### src/rtl/cc_line_pkg.sv
package cc_line_pkg;

    typedef enum logic [2:0] {
        ST_SKIP,
        ST_WAIT,
        ST_MARK,
        ST_LINE,
        ST_DONE
    } lp_state_e;

    typedef struct packed {
        logic osc_ref;      // line reference from oscillator divider
        logic both_fields;  // pulse on odd fields too
        logic line_sel_b;   // use the later caption line
        logic odd_valid;    // parity flag drives its output
    } mode_cfg_t;

endpackage

### src/rtl/cc_mode_decode.sv
module cc_mode_decode
    import cc_line_pkg::*;
(
    input  logic [1:0] mode_pins,
    output mode_cfg_t  cfg
);

    always_comb begin
        unique case (mode_pins)
            2'b00:   cfg = '{osc_ref: 1'b0, both_fields: 1'b0, line_sel_b: 1'b0, odd_valid: 1'b1};
            2'b01:   cfg = '{osc_ref: 1'b1, both_fields: 1'b0, line_sel_b: 1'b0, odd_valid: 1'b0};
            2'b10:   cfg = '{osc_ref: 1'b0, both_fields: 1'b1, line_sel_b: 1'b0, odd_valid: 1'b1};
            default: cfg = '{osc_ref: 1'b0, both_fields: 1'b1, line_sel_b: 1'b1, odd_valid: 1'b1};
        endcase
    end

endmodule

### src/rtl/cc_ref_divider.sv
module cc_ref_divider #(
    parameter int DIV_W = 5
) (
    input  logic clk,
    input  logic rst_n,
    input  logic enable,
    input  logic osc_tick,
    output logic div_stb
);

    localparam logic [DIV_W-1:0] DIV_LAST = {DIV_W{1'b1}};

    logic [DIV_W-1:0] cnt;

    always_ff @(posedge clk) begin
        if (!rst_n || !enable) begin
            cnt     <= '0;
            div_stb <= 1'b0;
        end else begin
            div_stb <= osc_tick && (cnt == DIV_LAST);
            if (osc_tick) begin
                cnt <= cnt + 1'b1;
            end
        end
    end

    // a divider strobe is seen only right after the count wrapped
    assert_div_phase_R9: assert property (@(posedge clk) disable iff (!rst_n)
        div_stb |-> (cnt == '0));

    // strobes are a single clock wide
    assert_div_single_R9: assert property (@(posedge clk) disable iff (!rst_n)
        div_stb |=> !div_stb);

endmodule

### src/rtl/cc_line_counter.sv
module cc_line_counter #(
    parameter int LINE_W = 9
) (
    input  logic              clk,
    input  logic              rst_n,
    input  logic              vsync_stb,
    input  logic              field_odd_in,
    input  logic              ref_stb,
    output logic [LINE_W-1:0] line_cnt,
    output logic              field_odd_q
);

    localparam logic [LINE_W-1:0] LINE_MAX = {LINE_W{1'b1}};
    localparam logic [LINE_W-1:0] LINE_ONE = LINE_W'(1);

    always_ff @(posedge clk) begin
        if (!rst_n) begin
            line_cnt    <= '0;
            field_odd_q <= 1'b0;
        end else if (vsync_stb) begin
            line_cnt    <= LINE_ONE;
            field_odd_q <= field_odd_in;
        end else if (ref_stb && (line_cnt != LINE_MAX)) begin
            line_cnt <= line_cnt + 1'b1;
        end
    end

    // a field start restarts the count at one
    assert_field_restart_R2: assert property (@(posedge clk) disable iff (!rst_n)
        vsync_stb |=> (line_cnt == LINE_ONE));

    // the count never wraps past its maximum
    assert_no_overflow_R3: assert property (@(posedge clk) disable iff (!rst_n)
        (line_cnt == LINE_MAX) && !vsync_stb |=> (line_cnt == LINE_MAX));

endmodule

### src/rtl/cc_line_fsm.sv
module cc_line_fsm
    import cc_line_pkg::*;
#(
    parameter int LINE_W = 9,
    parameter int LINE_A = 21,
    parameter int LINE_B = 22
) (
    input  logic              clk,
    input  logic              rst_n,
    input  logic              vsync_stb,
    input  logic              field_odd_in,
    input  logic              field_odd_q,
    input  logic              ref_stb,
    input  logic [LINE_W-1:0] line_cnt,
    input  mode_cfg_t         cfg,
    output logic              line_pulse,
    output logic              slicer_stb
);

    localparam logic [LINE_W-1:0] TGT_A    = LINE_W'(LINE_A);
    localparam logic [LINE_W-1:0] TGT_B    = LINE_W'(LINE_B);
    localparam logic [LINE_W-1:0] PRE_A    = LINE_W'(LINE_A - 1);
    localparam logic [LINE_W-1:0] PRE_B    = LINE_W'(LINE_B - 1);

    lp_state_e         state, state_nx;
    logic [LINE_W-1:0] target, pre_target;
    logic              field_ok;

    assign target     = cfg.line_sel_b ? TGT_B : TGT_A;
    assign pre_target = cfg.line_sel_b ? PRE_B : PRE_A;
    assign field_ok   = cfg.both_fields || !field_odd_in;

    always_ff @(posedge clk) begin
        if (!rst_n) begin
            state <= ST_SKIP;
        end else begin
            state <= state_nx;
        end
    end

    always_comb begin
        state_nx = state;
        if (vsync_stb) begin
            state_nx = field_ok ? ST_WAIT : ST_SKIP;
        end else begin
            unique case (state)
                ST_SKIP: state_nx = ST_SKIP;
                ST_WAIT: if (ref_stb && (line_cnt == pre_target)) state_nx = ST_MARK;
                ST_MARK: state_nx = ref_stb ? ST_DONE : ST_LINE;
                ST_LINE: if (ref_stb) state_nx = ST_DONE;
                ST_DONE: state_nx = ST_DONE;
                default: state_nx = ST_SKIP;
            endcase
        end
    end

    always_comb begin
        line_pulse = 1'b0;
        slicer_stb = 1'b0;
        unique case (state)
            ST_MARK: begin
                line_pulse = 1'b1;
                slicer_stb = 1'b1;
            end
            ST_LINE: line_pulse = 1'b1;
            default: ;
        endcase
    end

    // the pulse sits on the selected line only
    assert_pulse_on_target_R6: assert property (@(posedge clk) disable iff (!rst_n)
        line_pulse |-> (line_cnt == target));

    // even-only modes never pulse in an odd field
    assert_even_only_R4: assert property (@(posedge clk) disable iff (!rst_n)
        line_pulse && !cfg.both_fields |-> !field_odd_q);

    // the slicer marker lasts one clock
    assert_slicer_single_R8: assert property (@(posedge clk) disable iff (!rst_n)
        slicer_stb |=> !slicer_stb);

    // a field start ends any pulse
    assert_vsync_clears_R7: assert property (@(posedge clk) disable iff (!rst_n)
        vsync_stb |=> !line_pulse);

endmodule

### src/rtl/cc_line_gen.sv
module cc_line_gen
    import cc_line_pkg::*;
#(
    parameter int LINE_W = 9,
    parameter int DIV_W  = 5,
    parameter int LINE_A = 21,
    parameter int LINE_B = 22
) (
    input  logic       clk,
    input  logic       rst_n,
    input  logic [1:0] mode_pins,
    input  logic       hsync_stb,
    input  logic       vsync_stb,
    input  logic       field_odd_in,
    input  logic       osc_tick,
    output logic       line_pulse,
    output logic       field_odd_out,
    output logic       slicer_stb
);

    mode_cfg_t         cfg;
    logic              div_stb;
    logic              ref_stb;
    logic [LINE_W-1:0] line_cnt;
    logic              field_odd_q;

    cc_mode_decode u_decode (
        .mode_pins (mode_pins),
        .cfg       (cfg)
    );

    cc_ref_divider #(.DIV_W(DIV_W)) u_div (
        .clk      (clk),
        .rst_n    (rst_n),
        .enable   (cfg.osc_ref),
        .osc_tick (osc_tick),
        .div_stb  (div_stb)
    );

    assign ref_stb = cfg.osc_ref ? div_stb : hsync_stb;

    cc_line_counter #(.LINE_W(LINE_W)) u_count (
        .clk          (clk),
        .rst_n        (rst_n),
        .vsync_stb    (vsync_stb),
        .field_odd_in (field_odd_in),
        .ref_stb      (ref_stb),
        .line_cnt     (line_cnt),
        .field_odd_q  (field_odd_q)
    );

    cc_line_fsm #(
        .LINE_W (LINE_W),
        .LINE_A (LINE_A),
        .LINE_B (LINE_B)
    ) u_fsm (
        .clk          (clk),
        .rst_n        (rst_n),
        .vsync_stb    (vsync_stb),
        .field_odd_in (field_odd_in),
        .field_odd_q  (field_odd_q),
        .ref_stb      (ref_stb),
        .line_cnt     (line_cnt),
        .cfg          (cfg),
        .line_pulse   (line_pulse),
        .slicer_stb   (slicer_stb)
    );

    assign field_odd_out = field_odd_q & cfg.odd_valid;

    // in oscillator mode a lone sync strobe leaves the count alone
    assert_hsync_ignored_R9: assert property (@(posedge clk) disable iff (!rst_n)
        cfg.osc_ref && hsync_stb && !div_stb && !vsync_stb |=> $stable(line_cnt));

    // the slicer marker always falls inside the line pulse
    assert_slicer_in_pulse_R8: assert property (@(posedge clk) disable iff (!rst_n)
        slicer_stb |-> line_pulse);

endmodule

### config.mk
export PLATFORM = sky130hd
export DESIGN_NAME = cc_line_gen
export DESIGN_NICKNAME = d
export VERILOG_FILES = /design/src/rtl/cc_line_pkg.sv /design/src/rtl/cc_mode_decode.sv /design/src/rtl/cc_ref_divider.sv /design/src/rtl/cc_line_counter.sv /design/src/rtl/cc_line_fsm.sv /design/src/rtl/cc_line_gen.sv
export SDC_FILE = /design/constraint.sdc
export NUM_CORES = 1
export LEC_CHECK = 0
export BUFFER_PORTS_ARGS = -buffer_cell sky130_fd_sc_hd__buf_2
export CORE_MARGIN = 10
export CORE_UTILIZATION = 35
export CTS_BUF_LIST = sky130_fd_sc_hd__clkbuf_8
export DETAILED_ROUTE_END_ITERATION = 6
export SETUP_SLACK_MARGIN = 0.5
export SYNTH_ARGS = -nofsm -noshare
export SYNTH_HDL_FRONTEND = slang
export SYNTH_SLANG_ARGS = --single-unit
### constraint.sdc
create_clock -name clk -period 1.6 [get_ports clk]
set_clock_uncertainty 0.1 [all_clocks]
set_input_delay 0.24 -clock clk [delete_from_list [all_inputs] [get_ports clk]]
set_output_delay 0.24 -clock clk [all_outputs]
set_load 0.02 [all_outputs]
==> results of run 1 <==
-- flip-flops by register name, indices dropped and copies added (netlist names) --
name / cells
u_count.line_cnt: 9
u_fsm.state: 3
u_div.cnt: 5
u_div.div_stb: 1
u_count.field_odd_q: 1
-- final timing paths --
| check | startpoint | to | cells after the start |
|---|---|---|---|
| setup / recovery | u_count.line_cnt[1] | u_count.line_cnt[0] | 7 |
| setup reg to reg | u_count.line_cnt[1] | u_count.line_cnt[0] | 7 |
| hold reg to reg | u_fsm.state[2] | u_fsm.state[2] | 2 |
| hold / removal | rst_n | u_fsm.state[0] | 2 |
-- area by class of cell --
type,instances,area [um2]
multi-input cells,85,771
clock buffers,3,41.3
well taps,31,38.8
clock inverters,1,5.00
fillers,228,1170
repair buffers,36,283
flip-flops and latches,19,394
inverters,7,26.3
-- stage by stage --
stage / instance area, um2 / power (mW)
global placement: 1220 / 0.600
finish: 1560 / 0.955
floorplan: 1080 / 0.574
CTS: 1460 / 0.952
global route: 1560 / 1.01
detailed placement: 1220 / 0.603
-- kinds of logic after synthesis --
family          Yosys count
xor+xnor                  4
fa+ha+maj                 4
flops                    19
compound gates           19
simple gates             50
mux                       8
buf+inv                  12
-- worst max-delay path: cells and delay by family (launching register included) --
family | cells | cell delay [ns]
simple gates | 3 | 0.52
flops | 1 | 0.34
fa+ha+maj | 2 | 0.34
compound gates | 1 | 0.16
buf+inv | 1 | 0.13
-- what timing repair did --
item / CTS / global route
pin swaps: 9 / 17
gates resized for setup: 26 / 19
endpoints found under the setup margin: 16 / 17
buffers inserted: 11 / 2
-- layout by cell type (no fill, tap or decap), drive strengths merged --
cell type   n
xor2        2
or4         3
a31oi       1
nor2       10
or4b        1
o2bb2ai     1
xnor2       2
or2         4
dfxtp      19
nor4        3
o31ai       5
a21oi       6
clkinv      1
nand3       5
and2        2
nor4b       2
nand4       2
mux2        1
o211a       1
or3         1
clkbuf      3
ha          4
inv         7
nor3        2
nand2b      2
o21ai       5
mux2i       7
and3        1
nand2      12
buf        36
-- where the power goes --
group          internal, mW  switching, mW
combinational        0.0647         0.0670
clock                 0.173          0.158
sequential            0.483        0.00921
-- layer usage --
metal / vias up / global-route usage, % / share of wire (%)
li1: 477 / - / -
met1: 462 / 10.2 / 40
met2: 7 / 17.0 / 56
met3: 2 / 3.90 / 3.0
met4: 0 / 3.31 / 0.89
met5: - / 0 / 0
==> flow_summary.ini, run 1 <==
[floorplan]
die_w_um = 73.4
core.rowCount = 19
num_io_pins = 11
die-area_um2 = 5390
initial_core_util_pct = 36.5
core_area_um2 = 2730
die_y_um = 73.4

[yosys]
syn-num-nets = 128
synth_area_leader_cell = dfxtp_1
synth_xor_area_share_pct = 3.51
synth_common_cells = dfxtp_1, nand2_1, nor2_1, inv_1, mux2i_1
seq_area_frac_synth_pct = 38.1
synth_top_area_share_pct = 38.1
synthSimpleGateAreaFrac_pct = 27.4
async_reset_ff_share_pct = 0
syn-cell-area_um2 = 998
synthAdderAreaFrac_pct = 5.01
synth_cell_types = 32
yosysMostFrequentCell = dfxtp_1
ys.flop_type = dfxtp_1
synthCells = 116
synth_top_family_by_area = simple AND/OR/NAND/NOR gates
synth_edf_count = 0
syn_avg_cell_area_um2 = 8.61
synth.area.top_cells = dfxtp_1, mux2i_1, ha_1, nand2_1, nor2_1
synth_compound_area_share_pct = 11.8
synthMuxAreaShare_pct = 8.15
ys_ff_latch = 19
synth_warnings = 0

[route]
totalWireLength_um = 2580
ant_nets = 0
drt_iter0_drc = 48
drt_drc_violations_left = 0
vias = 948
vias_per_cell = 5.21
drt_pass1_iterations = 4
wl_per_cell_um = 14.1

[clocking]
cts.path.max_buffers = 2
cts_buffers = 3
cts_tree = yes
root_buffer = clkbuf_8
cts.hold.buffers_added = 0
clkTransAtPathRegs_ns = 0.07
cts_max_level = 1
clock_latency_ns = 0.25
cts.sinks = 19

[timing]
rsz0062_at_grt = yes
hold_slack_ns = 0.140
slew_violations = 0
fin_ws_ns = -0.0664
fmax_mhz = 600
slew_headroom_pct = 63.6
worst_pin_slew_ns = 0.534
setup_tns_ns = -0.139
fin_crit_sh_pct = 104
layout_min_cycle_time_ns = 1.67
hold_viol = 0
setup_viol = 6

[global_route]
grt_pass1_wl_um = 4100
grt_max_degree = 15
grtUsageTotal_pct = 9.68
overflow = 0
antenna_found_initial = 0
first_global_vias = 929

[setup_path]
arrival_ns = 1.74
critPathKind = reg2reg
crit_chain = ha_4, nand2_4, nor3_4, ha_4, buf_6, or3_4, a31oi_4
crit_top_cell = ha_4
crit_required_ns = 1.68
critPathMaxFanout = 6
crit_path_end_kind = register
crit_path_start_kind = register
slowest_delay_ns = 0.39
r2r_slack_ns = -0.07
slowest_stage = or3_4

[placed_design]
dp_hpwl_um = 1710
placement.io_buffers = 10
gp_congestion = 0.849
dpl.cell_count = 165
pre_cts_ws_ns = -0.0598

[power]
powerDensity_nw_per_um2 = 613
worst_ir_drop_vdd_mv = 0.622
leakagePower_nw = 0.612

[final_layout]
drive_gt1_share_pct = 55.6
antenna_cells = 0
areaGrowthSynthToFinish_pct = 56.1
post-route-util_pct = 57.0
nNetsFinal = 164
fin_cells = 182

[worst_hold_path]
hp-class = in2reg

[job]
max-cap-violations = 0

[status]
violations = setup timing
outcome = finished with violations
Note: power is estimated with default switching activity, not from simulation.
==> inputs of run 2 (changes only) <==
--- a/config.mk
+++ b/config.mk
@@ -5,6 +5,7 @@
 export SDC_FILE = /design/constraint.sdc
 export NUM_CORES = 1
 export LEC_CHECK = 0
+export ABC_AREA = 1
 export BUFFER_PORTS_ARGS = -buffer_cell sky130_fd_sc_hd__buf_2
 export CORE_MARGIN = 10
 export CORE_UTILIZATION = 35
==> run 2 against run 1 <==
Against the previous run: largest power group unchanged; power increased by 1.9%; register-to-register slack got worse by 0.02 ns; sequential cell count did not move; non-clock buffer count fell by 6; critical path depth rose by 6; the run still ends with setup timing left; cell count rose by 24%; via count increased by 17%; sequential share of layout area up 0.62 points; critical path type unchanged; synthesized area is 6.5% higher.
==> flow_summary.ini, run 2 <==
[status]
violations = setup timing
outcome = finished with violations

[global_route]
grtUsageTotal_pct = 9.88
grt_max_degree = 12
gr-usage-met1_pct = 11.4
grt_most_used_layer = met2
first_global_vias = 1047
antenna_found_initial = 0
grt_pass1_wl_um = 4390
met3_usage_pct = 1.97
use_met2_pct = 18.1
overflow = 0

[route]
ant_nets = 0
drt_drc_violations_left = 0
vias_per_cell = 4.92
drt_iter0_drc = 43
vias = 1111
drt_pass1_iterations = 4
totalWireLength_um = 2700
wl_per_cell_um = 11.9

[setup_path]
crit_top_cell = nand2_4
crit_path_end_kind = register
r2r-start = u_count.line_cnt[0]
critPathMaxFanout = 8
crit_required_ns = 1.66
arrival_ns = 1.75
crit_chain = ha_4, nand2_4, nor2_4, nand2_2, nor3_2, ha_2, inv_2, nand2_8, inv_8, nand2_4, nand3_2, nand2_1, inv_1
crit_path_start_kind = register
slowest_stage = dfxtp_2
slowest_delay_ns = 0.36
crit_buf_inv = 3
critPathKind = reg2reg
r2r_slack_ns = -0.09
path_delay_family = simple AND/OR/NAND/NOR gates
critical_path.startpoint = u_count.line_cnt[0]

[yosys]
ys.flop_type = dfxtp_1
synth_common_cells = nand2_1, inv_1, nor2_1, dfxtp_1
synthCells = 161
yosysMostFrequentCell = nand2_1
synth_edf_count = 0
synth.area.top_cells = dfxtp_1, nand2_1, inv_1, nor2_1, a21oi_1
ys_ff_latch = 19
async_reset_ff_share_pct = 0
syn-num-nets = 173
synth_top_area_share_pct = 35.8
syn-cell-area_um2 = 1060
synth_cell_types = 20
synth_area_leader_cell = dfxtp_1
syn_avg_cell_area_um2 = 6.61
seq_area_frac_synth_pct = 35.8
synth_warnings = 0

[worst_hold_path]
hp-class = in2reg
hp-start = rst_n

[final_layout]
areaGrowthSynthToFinish_pct = 43.1
top_regs = u_count.line_cnt x9, u_div.cnt x5, u_fsm.state x3
drive_gt1_share_pct = 38.5
final_common_cell = nand2_1
largest_register_ffs = 9
top_register = u_count.line_cnt
stdcell_area_um2 = 1520
antenna_cells = 0
fin_cells = 226
nNetsFinal = 208
final_cell_mix = nand2_1, inv_1, nor2_1, buf_4, dfxtp_1

[timing]
setup_viol = 9
slew_violations = 0
rsz0062_at_grt = yes
fin_crit_sh_pct = 106
layout_min_cycle_time_ns = 1.69
fmax_mhz = 591
slew_headroom_pct = 82.8
worst_pin_slew_ns = 0.257
setup_tns_ns = -0.556
hold_viol = 0
fin_ws_ns = -0.0912

[placed_design]
gp_congestion = 0.810
placement.io_buffers = 10
pre_cts_ws_ns = -0.0587
postPlaceCellArea_um2 = 1260
dpl.cell_count = 209
dp_hpwl_um = 1850

[clocking]
cts.sinks = 19
clock_latency_ns = 0.26
cts_max_level = 1
cts.hold.buffers_added = 0
clkTransAtPathRegs_ns = 0.08
cts.path.max_buffers = 2
cts_buffers = 3
cts_tree = yes
root_buffer = clkbuf_8

[floorplan]
die-area_um2 = 5640
die_y_um = 75.1
core.rowCount = 19
initial_core_util_pct = 37.6
die_w_um = 75.1
core_area_um2 = 2830
num_io_pins = 11

[job]
max-cap-violations = 0

[power]
report.power.total_uw = 973
leakagePower_nw = 0.712
powerDensity_nw_per_um2 = 640
worst_ir_drop_vdd_mv = 0.362
-- run 2: cell types whose count changed after synthesis, sizes merged, moves of 4 or more --
cell,previous run,this run
nand2,12,41
inv,7,30
nor2,10,25
mux2i,7,0
nand3,5,11
o31ai,5,0
a21oi,6,10
nor3,2,6
or2,4,0
-- run 2: logic make-up after synthesis --
group                    synth area share, %
AND/OR/NAND/NOR                         38.4
buffers and inverters                   10.6
AO/OA/AOI/OAI                           9.77
flip-flops                              35.8
adder cells (fa/ha/maj)                 4.71
XOR/XNOR                               0.824
-- run 2: layout make-up --
type,count,area [um2]
repair buffers,30,230
well taps,31,38.8
flip-flops and latches,19,394
multi-input cells,112,692
clock buffers,3,41.3
inverters,30,120
clock inverters,1,5.00
fillers,262,1310
-- run 2: final timing paths --
check,end,cells past startpoint
max,u_count.line_cnt[0],13
min,u_fsm.state[0],3
max reg2reg,u_count.line_cnt[0],13
min reg2reg,u_div.cnt[4],2
-- run 2: power by group --
part           switching, mW  internal (mW)  total [mW]
Clock                  0.169          0.173       0.342
Combinational         0.0831         0.0561       0.139
Sequential           0.00966          0.482       0.492
Total                  0.262          0.711       0.973
-- run 2: routing by layer --
metal	share of wire, %	vias to the layer above
li1	-	577
met1	43	520
met2	54	12
met3	2.5	2
met4	0.59	0
met5	0	-
-- run 2: timing repair --
| action | in CTS | in global routing |
|---|---|---|
| endpoints found under the setup margin | 17 | 17 |
| resized for setup | 19 | 19 |
| buffers inserted | 11 | 2 |
| pin swaps | 16 | 17 |
| gates cloned | 0 | 0 |
-- run 2: tightest hold or removal path, cell delays in order --
cell and delay, ns:
buf_2 0.12, nand2_1 0.05, inv_1 0.04
-- run 2: metrics by stage --
stage               hold WS [ns]  util (%)
floorplan                  0.238         -
global placement           0.339      44.7
detailed placement         0.362      44.7
CTS                        0.114      51.2
global route               0.140      53.8
finish                     0.117      53.8
